## config.mk

```make
export PLATFORM = sky130hd
export DESIGN_NAME = tlb_repl_unit
export DESIGN_NICKNAME = d
export VERILOG_FILES = /design/src/rtl/tlb_repl_pkg.sv /design/src/rtl/tlb_repl_ctrl.sv /design/src/rtl/tlb_repl_dp.sv /design/src/rtl/tlb_repl_unit.sv
export SDC_FILE = /design/constraint.sdc
export NUM_CORES = 1
export LEC_CHECK = 0
export ABC_CLOCK_PERIOD_IN_PS = 2400
export BUFFER_PORTS_ARGS = -buffer_cell sky130_fd_sc_hd__buf_4
export CORE_MARGIN = 3
export CORE_UTILIZATION = 42
export DETAILED_ROUTE_END_ITERATION = 10
export PLACE_DENSITY = 0.72
export SETUP_SLACK_MARGIN = 0.3
export SLEW_MARGIN = 15
export SYNTH_ARGS = -nofsm -noshare
export SYNTH_HDL_FRONTEND = slang
export SYNTH_SLANG_ARGS = --single-unit
```

## constraint.sdc

```tcl
create_clock -name clk -period 2.4 [get_ports clk]
set_clock_uncertainty 0.2 [all_clocks]
set_input_delay 0.24 -clock clk [delete_from_list [all_inputs] [get_ports clk]]
set_output_delay 0.24 -clock clk [all_outputs]
set_load 0.01 [all_outputs]
```

## src/rtl/tlb_repl_pkg.sv

```systemverilog
package tlb_repl_pkg;
  typedef struct packed {
    logic load;
    logic ageUpd;
    logic cntStep;
  } strobe_t;
endpackage

```

## src/rtl/tlb_repl_ctrl.sv

```systemverilog
module tlb_repl_ctrl
  import tlb_repl_pkg::*;
(
  input  logic    regWrEn,
  input  logic    itlbHitEn,
  input  logic    utlbAccess,
  output strobe_t strobes
);
  always_comb begin
    strobes.load    = regWrEn;
    strobes.ageUpd  = itlbHitEn & ~regWrEn;
    strobes.cntStep = utlbAccess & ~regWrEn;
  end
endmodule

```

## src/rtl/tlb_repl_dp.sv

```systemverilog
module tlb_repl_dp
  import tlb_repl_pkg::*;
#(
  parameter int REG_W   = 32,
  parameter int CNT_W   = 6,
  parameter int CNT_LSB = 10,
  parameter int BND_LSB = 18,
  parameter int AGE_LSB = 26
) (
  input  logic             clk,
  input  logic             rstN,
  input  strobe_t          strobes,
  input  logic [REG_W-1:0] wrData,
  input  logic [1:0]       hitIdx,
  output logic [REG_W-1:0] regQ,
  output logic [1:0]       victimIdx,
  output logic             victimValid
);
  localparam int AGE_W = 6;
  localparam int WAYS  = 4;
  localparam logic [CNT_W-1:0] CNT_MAX = {CNT_W{1'b1}};

  logic [AGE_W-1:0] ageQ, ageNext;
  logic [CNT_W-1:0] cntQ, bndQ, cntNext, cntInc;
  logic [REG_W-1:0] regNext;
  logic [WAYS-1:0]  wayMatch;

  assign ageQ = regQ[AGE_LSB +: AGE_W];
  assign cntQ = regQ[CNT_LSB +: CNT_W];
  assign bndQ = regQ[BND_LSB +: CNT_W];

  // age bit k (MSB first) covers pair (pairA(k), pairB(k))
  function automatic int pairA(input int k);
    case (k)
      5, 4, 3: pairA = 0;
      2, 1:    pairA = 1;
      default: pairA = 2;
    endcase
  endfunction

  function automatic int pairB(input int k);
    case (k)
      5:       pairB = 1;
      4, 2:    pairB = 2;
      default: pairB = 3;
    endcase
  endfunction

  generate
    for (genvar k = 0; k < AGE_W; k++) begin : g_ageBit
      always_comb begin
        if (int'(hitIdx) == pairA(k))      ageNext[k] = 1'b0;
        else if (int'(hitIdx) == pairB(k)) ageNext[k] = 1'b1;
        else                               ageNext[k] = ageQ[k];
      end
    end
  endgenerate

  always_comb begin
    cntInc  = cntQ + 1'b1;
    cntNext = (cntInc == bndQ || cntInc == CNT_MAX) ? '0 : cntInc;
  end

  always_comb begin
    regNext = regQ;
    if (strobes.load) begin
      regNext = wrData;
    end else begin
      if (strobes.ageUpd)  regNext[AGE_LSB +: AGE_W] = ageNext;
      if (strobes.cntStep) regNext[CNT_LSB +: CNT_W] = cntNext;
    end
  end

  always_ff @(posedge clk or negedge rstN) begin
    if (!rstN) regQ <= '0;
    else       regQ <= regNext;
  end

  always_comb begin
    wayMatch[0] = (ageQ[5:3] == 3'b111);
    wayMatch[1] = !ageQ[5] && ageQ[2] && ageQ[1];
    wayMatch[2] = !ageQ[4] && !ageQ[2] && ageQ[0];
    wayMatch[3] = !ageQ[3] && !ageQ[1] && !ageQ[0];
    victimValid = |wayMatch;
    victimIdx   = 2'd0;
    for (int w = WAYS - 1; w >= 0; w--)
      if (wayMatch[w]) victimIdx = 2'(w);
  end
endmodule

```

## src/rtl/tlb_repl_unit.sv

```systemverilog
module tlb_repl_unit
  import tlb_repl_pkg::*;
#(
  parameter int REG_W   = 32,
  parameter int CNT_W   = 6,
  parameter int CNT_LSB = 10,
  parameter int BND_LSB = 18,
  parameter int AGE_LSB = 26
) (
  input  logic             clk,
  input  logic             rstN,
  input  logic             regWrEn,
  input  logic [REG_W-1:0] regWrData,
  input  logic             itlbHitEn,
  input  logic [1:0]       itlbHitIdx,
  input  logic             utlbAccess,
  output logic [REG_W-1:0] regRdData,
  output logic [1:0]       victimIdx,
  output logic             victimValid
);
  strobe_t strobes;

  tlb_repl_ctrl u_ctrl (
    .regWrEn   (regWrEn),
    .itlbHitEn (itlbHitEn),
    .utlbAccess(utlbAccess),
    .strobes   (strobes)
  );

  tlb_repl_dp #(
    .REG_W  (REG_W),
    .CNT_W  (CNT_W),
    .CNT_LSB(CNT_LSB),
    .BND_LSB(BND_LSB),
    .AGE_LSB(AGE_LSB)
  ) u_dp (
    .clk        (clk),
    .rstN       (rstN),
    .strobes    (strobes),
    .wrData     (regWrData),
    .hitIdx     (itlbHitIdx),
    .regQ       (regRdData),
    .victimIdx  (victimIdx),
    .victimValid(victimValid)
  );
endmodule

```

Word-level counts from Yosys, hierarchy flattened
Cells that the tools add are included.
Operators by class
  $lt $le $gt $ge: 0
  add/sub/neg operators: 1
  multiply operators: 0
  multiplexer cells: 18
  reductions and logical operators: 29
  shift-type cells: 0
  divide/modulo/power cells: 0
  equality and inequality tests: 6
  bitwise logic cells: 3
Operators by type and width (number)
  6-bit two-way mux: 5
  3-bit nonzero test: 6
  2-bit AND reduction: 6
  1-bit two-way mux: 9
  2-bit two-way mux: 4
  6-bit by 1-bit adder with 6-bit output (second input constant): 1
  6-bit equality test: 1
  6-bit equality test (second input constant): 1
  1-bit logical AND: 6
  1-bit logical NOT: 6
  2-bit equality test (second input constant): 2
  2-bit nonzero test: 2
  4-bit OR reduction: 1
  3-bit equality test (second input constant): 1
  1-bit bitwise AND: 2
  2-bit by 1-bit equality test with 1-bit output (second input constant): 1
  2-bit logical NOT: 1
  1-bit logical OR: 1
  1-bit inverter: 1
Storage, ports and cells
  output and inout bits: 35
  bits in writable memories: 0
  register bits after elaboration: 32
  memory bits (read-only): 0
  memories kept: 0
  logic and storage cells: 65
  bits in latches: 0

Longest topological paths before layout
  depth in word-level cells: 7
  depth in mapped cells: 8

Modules after synthesis
Synthesis repeated with hierarchy kept, for this count alone.
Second synthesis, totals
  cells, all modules: 134
  area total of the unflattened synthesis: 1590.3 sq um
By module, submodules not included
  tlb_repl_dp: sequential area each 800.8 sq um, area each 1570.3 sq um, cells each 131, times used 1
  tlb_repl_ctrl: sequential area each 0.0 sq um, area each 20.0 sq um, cells each 3, times used 1

Worst setup path before layout
No wires, ideal clock.
  path type: reg2reg
  from: reg u_dp.regQ[10]
  to: reg u_dp.regQ[12]
  arrival: 1.761 ns
  setup slack: 0.347 ns
  path buffers: 1
  cell stages (with the launch flop): 9
  cell sequence: dfrtp_1 -> buf_2 -> inv_1 -> ha_1 -> nand4_1 -> or4_1 -> o211ai_2 -> a211o_4 -> o31ai_2
Between the ends
  cells in the longest elaborated chain, start to end: 6
  elaborated cells on any way between the ends: 7
  those cells by class: add/sub: 1; eq/ne: 2; mux: 3; reduce/logical: 1
Ends and longest elaborated chain
  start, declared: RTL line tlb_repl_dp.sv:15  | output logic [REG_W-1:0] regQ,
  start signal, assigned: RTL line tlb_repl_dp.sv:76  | else regQ <= regNext;
  6-bit by 1-bit adder with 6-bit output *: RTL line tlb_repl_dp.sv:60  | cntInc = cntQ + 1'b1;
  6-bit equality test: RTL line tlb_repl_dp.sv:61  | cntNext = (cntInc == bndQ || cntInc == CNT_MAX) ? '0 : cntInc;
  1-bit logical OR: RTL line tlb_repl_dp.sv:61
  6-bit two-way mux *: RTL line tlb_repl_dp.sv:61
  6-bit two-way mux *: RTL line tlb_repl_dp.sv:70  | if (strobes.cntStep) regNext[CNT_LSB +: CNT_W] = cntNext;
  6-bit two-way mux *: RTL line tlb_repl_dp.sv:66  | if (strobes.load) begin
Mark *: on every way between the ends. The rest lies on a longest branch, timed or not. The select of a mux whose other input is x is not followed.
A chain may end at the register's enable or synchronous reset.

Worst setup path after layout
  from: reg u_dp.regQ[11]
  to: reg u_dp.regQ[14]
Same word-level chain as after synthesis.

==> run_results.csv <==
group,metric,value,unit
logic_synthesis,avgSynthCellArea,11.6,µm²
setup_path,worstPathMaxFanout,8,
setup_path,startpoint_type,"flop",
sta,hold_viol_final,0,
sta,timing.hold.ws,0.00202,ns
setup_path,cp.arrival,2.03,ns
detailed_routing,vias,1555,
grt,grt_pass1_wl,7.92,mm
grt,grt_overflow,0,
place,gp_congestion,0.839,
setup_path,end_kind,"flop",
finish,most-common-layout-cells,"75 x buf_4, 31 x dlygate4sd3_1, 30 x dfrtp_1",
setup_path,worst-endpoint-required,2.39,ns
detailed_routing,drt-pass1-iter-count,4,
detailed_routing,viasPerCell,5.12,
sta,setup_tns,0,ns
status,status,"completed",
finish,area_growth,57.0,%
cts,cts_tree,"done",
die,start_util,45.6,%
logic_synthesis,yosys.area.top_type,"dfrtp_1",
setup_path,criticalPathCategory,"flop to flop",
sta,period_needed,2.04,ns
sta,fin_ws,0.361,ns
finish,fin_nets,296,
setup_path,cp-startpoint,"u_dp.regQ[11]",
detailed_routing,drt_first_iter_violations,58,
power_and_ir_drop,power.leakage,1.24,nW
power_and_ir_drop,ir_drop,0.000464,V
logic_synthesis,ys_seq_area_share,45.9,%
power_and_ir_drop,power.density,596,mW/mm²
die,core_area,0.00383,mm²
finish,fin_cells,304,
finish,drive_above_1_share,41.0,%
die,num_rows,22,
sta,fmax,490,MHz
finish,antenna_cells,0,
die,die_area,0.00496,mm²
grt,grt_pass1_vias,1692,
cts,cts-root-buf,"clkbuf_8",
sta,final-max-slew-violation-count,0,
grt,antenna_found_initial,0,
grt,grt_start_max_net_pins,47,
die,pin_count,74,
cts,clkLatencyLatePin,0.28,ns
setup_path,r2r-start,"u_dp.regQ[11]",
finish,reg_top3,"u_dp.regQ (32)",
setup_path,r2r_end,"u_dp.regQ[14]",
setup_path,r2r_cells,6,
cts,cts_num_sinks,32,
logic_synthesis,syn_inst,151,
place,dp_hpwl,3.17,mm
logic_synthesis,synthesis.nets,192,
cts,htree_levels,2,
logic_synthesis,synth_top_area_share,45.9,%
logic_synthesis,ys_types,37,
setup_path,r2r_slack,0.36,ns
finish,final_common_cell,"buf_4",
sta,period_share,85.0,%
die,die_x,70.4,µm
cts,cts_buffer_depth,2,
cts,cts-buffers-inserted,5,
place,dp_slack,0.206,ns
sta,slew-limit-headroom,66.6,%
place,dp_cells,263,
logic_synthesis,synthesis.area,0.00174,mm²
detailed_routing,ant_nets,0,
finish,regMostFlops,"u_dp.regQ",
logic_synthesis,synth.area.top_cells,"dfrtp_1 46%, mux2_1 9.7%, o31ai_2 4.3%",
cts,clk_pin_slew,0.07,ns
worst_hold_path,hp-class,"primary input to flop",
detailed_routing,drc_errors,0,
grt,track_usage,20.2,%
setup_path,setup.worst_path.end,"u_dp.regQ[14]",
finish,largest_reg_flops,32,
die,die_h,70.4,µm
place,portBuffers,73,
detailed_routing,totalWireLength,4.61,mm
logic_synthesis,synth-seq-cells,32,
sta,tightest_slew,0.501,ns
finish,utilization,71.6,%
logic_synthesis,ys_warn_count,0,
sta,setup_viol,0,
run,cap_violations,0,
detailed_routing,wire_per_inst,15.2,µm
sta,rsz0062_at_grt,"false",
[cells by family (layout without fill, tap and decap cells)]
| family | count (synthesis) | in the layout | synth area share [%] |
|---|---|---|---|
| AOI/OAI and AO/OA | 30 | 30 | 13.2 |
| xor gates and xnor gates | 12 | 12 | 7.68 |
| adders and majority gates | 2 | 2 | 1.43 |
| buffers and inverters | 12 | 117 | 4.02 |
| DFF | 32 | 32 | 45.9 |
| muxes | 21 | 21 | 13.4 |
| and+or+nand+nor | 42 | 42 | 14.3 |
[worst max-delay path: stages (launching register included)]
cell      delay (ns)
dfrtp_2         0.46
ha_2            0.24
and4b_4         0.19
a21oi_2         0.11
o211ai_2        0.09
a211o_4         0.39
o31ai_2         0.26
[worst min-delay path by stage]
| stage | slack, ns | endpoint | start | cells past startpoint |
|---|---|---|---|---|
| 2_1_floorplan | -0.26 | u_dp.regQ[0] | rstN | 0 |
| 3_3_place_gp | -0.006 | u_dp.regQ[26] | rstN | 1 |
| 3_5_place_dp | -0.001 | u_dp.regQ[26] | rstN | 1 |
| 4_1_cts | 0.002 | u_dp.regQ[15] | regWrData[15] | 3 |
| 5_1_grt | 0.01 | u_dp.regQ[15] | regWrData[15] | 3 |
| 6_report | 0.002 | u_dp.regQ[15] | regWrData[15] | 3 |
[power by group]
| part | internal, W | total (W) | leakage, nW | switching (W) |
|---|---|---|---|---|
| logic | 0.000265 | 0.000456 | 0.810 | 0.000192 |
| clock network | 0.000307 | 0.000512 | 0.0541 | 0.000205 |
| registers | 0.000596 | 0.000664 | 0.378 | 0.0000681 |
| total | 0.00117 | 0.00163 | 1.24 | 0.000465 |
[cells in the mapped netlist (all sizes together)]
library cell,instances
and3,1
nor3,1
mux2,19
o31ai,10
nand2b,3
nor2,4
xor3,1
o211ai,1
nand3,4
mux2i,2
or4,1
clkbuf,4
nor2b,2
dfrtp,32
xor2,4
a21oi,12
xnor3,1
xnor2,6
a211o,1
nand2,14
ha,2
and2b,1
o21ai,5
and4b,1
buf,5
o22ai,1
nor3b,5
nand4,3
nand3b,2
inv,3
[area by class of cell]
cell class	instances	area [µm²]
clock buffers	5	68.8
clock inverters	3	42.5
multi-input cells	107	880
fillers	283	1090
flip-flops and latches	32	803
well taps	48	60.1
repair buffers	106	873
inverters	3	11.3
[what timing repair did]
item | 4_1_cts | 5_1_grt
setup endpoints to repair | 6 | 6
buffers inserted | 0 | 2
hold endpoints to repair | 61 | 1
gates resized for setup | 3 | 2
hold buffers | 30 | 1
[routing by layer]
layer | track usage [%] | routed length (µm)
met5 | 0 | 0
met3 | 6.19 | 270
met2 | 36.8 | 2460
met1 | 22.0 | 1780
met4 | 6.17 | 102
[stage by stage]
step	total power, W	cell area [µm²]
3_5_place_dp	0.00108	2290
5_1_grt	0.00172	2740
4_1_cts	0.00163	2710
6_report	0.00163	2740
2_1_floorplan	0.000890	1740
3_3_place_gp	0.00106	2290
No activity file was read; power rests on OpenSTA's default activity.
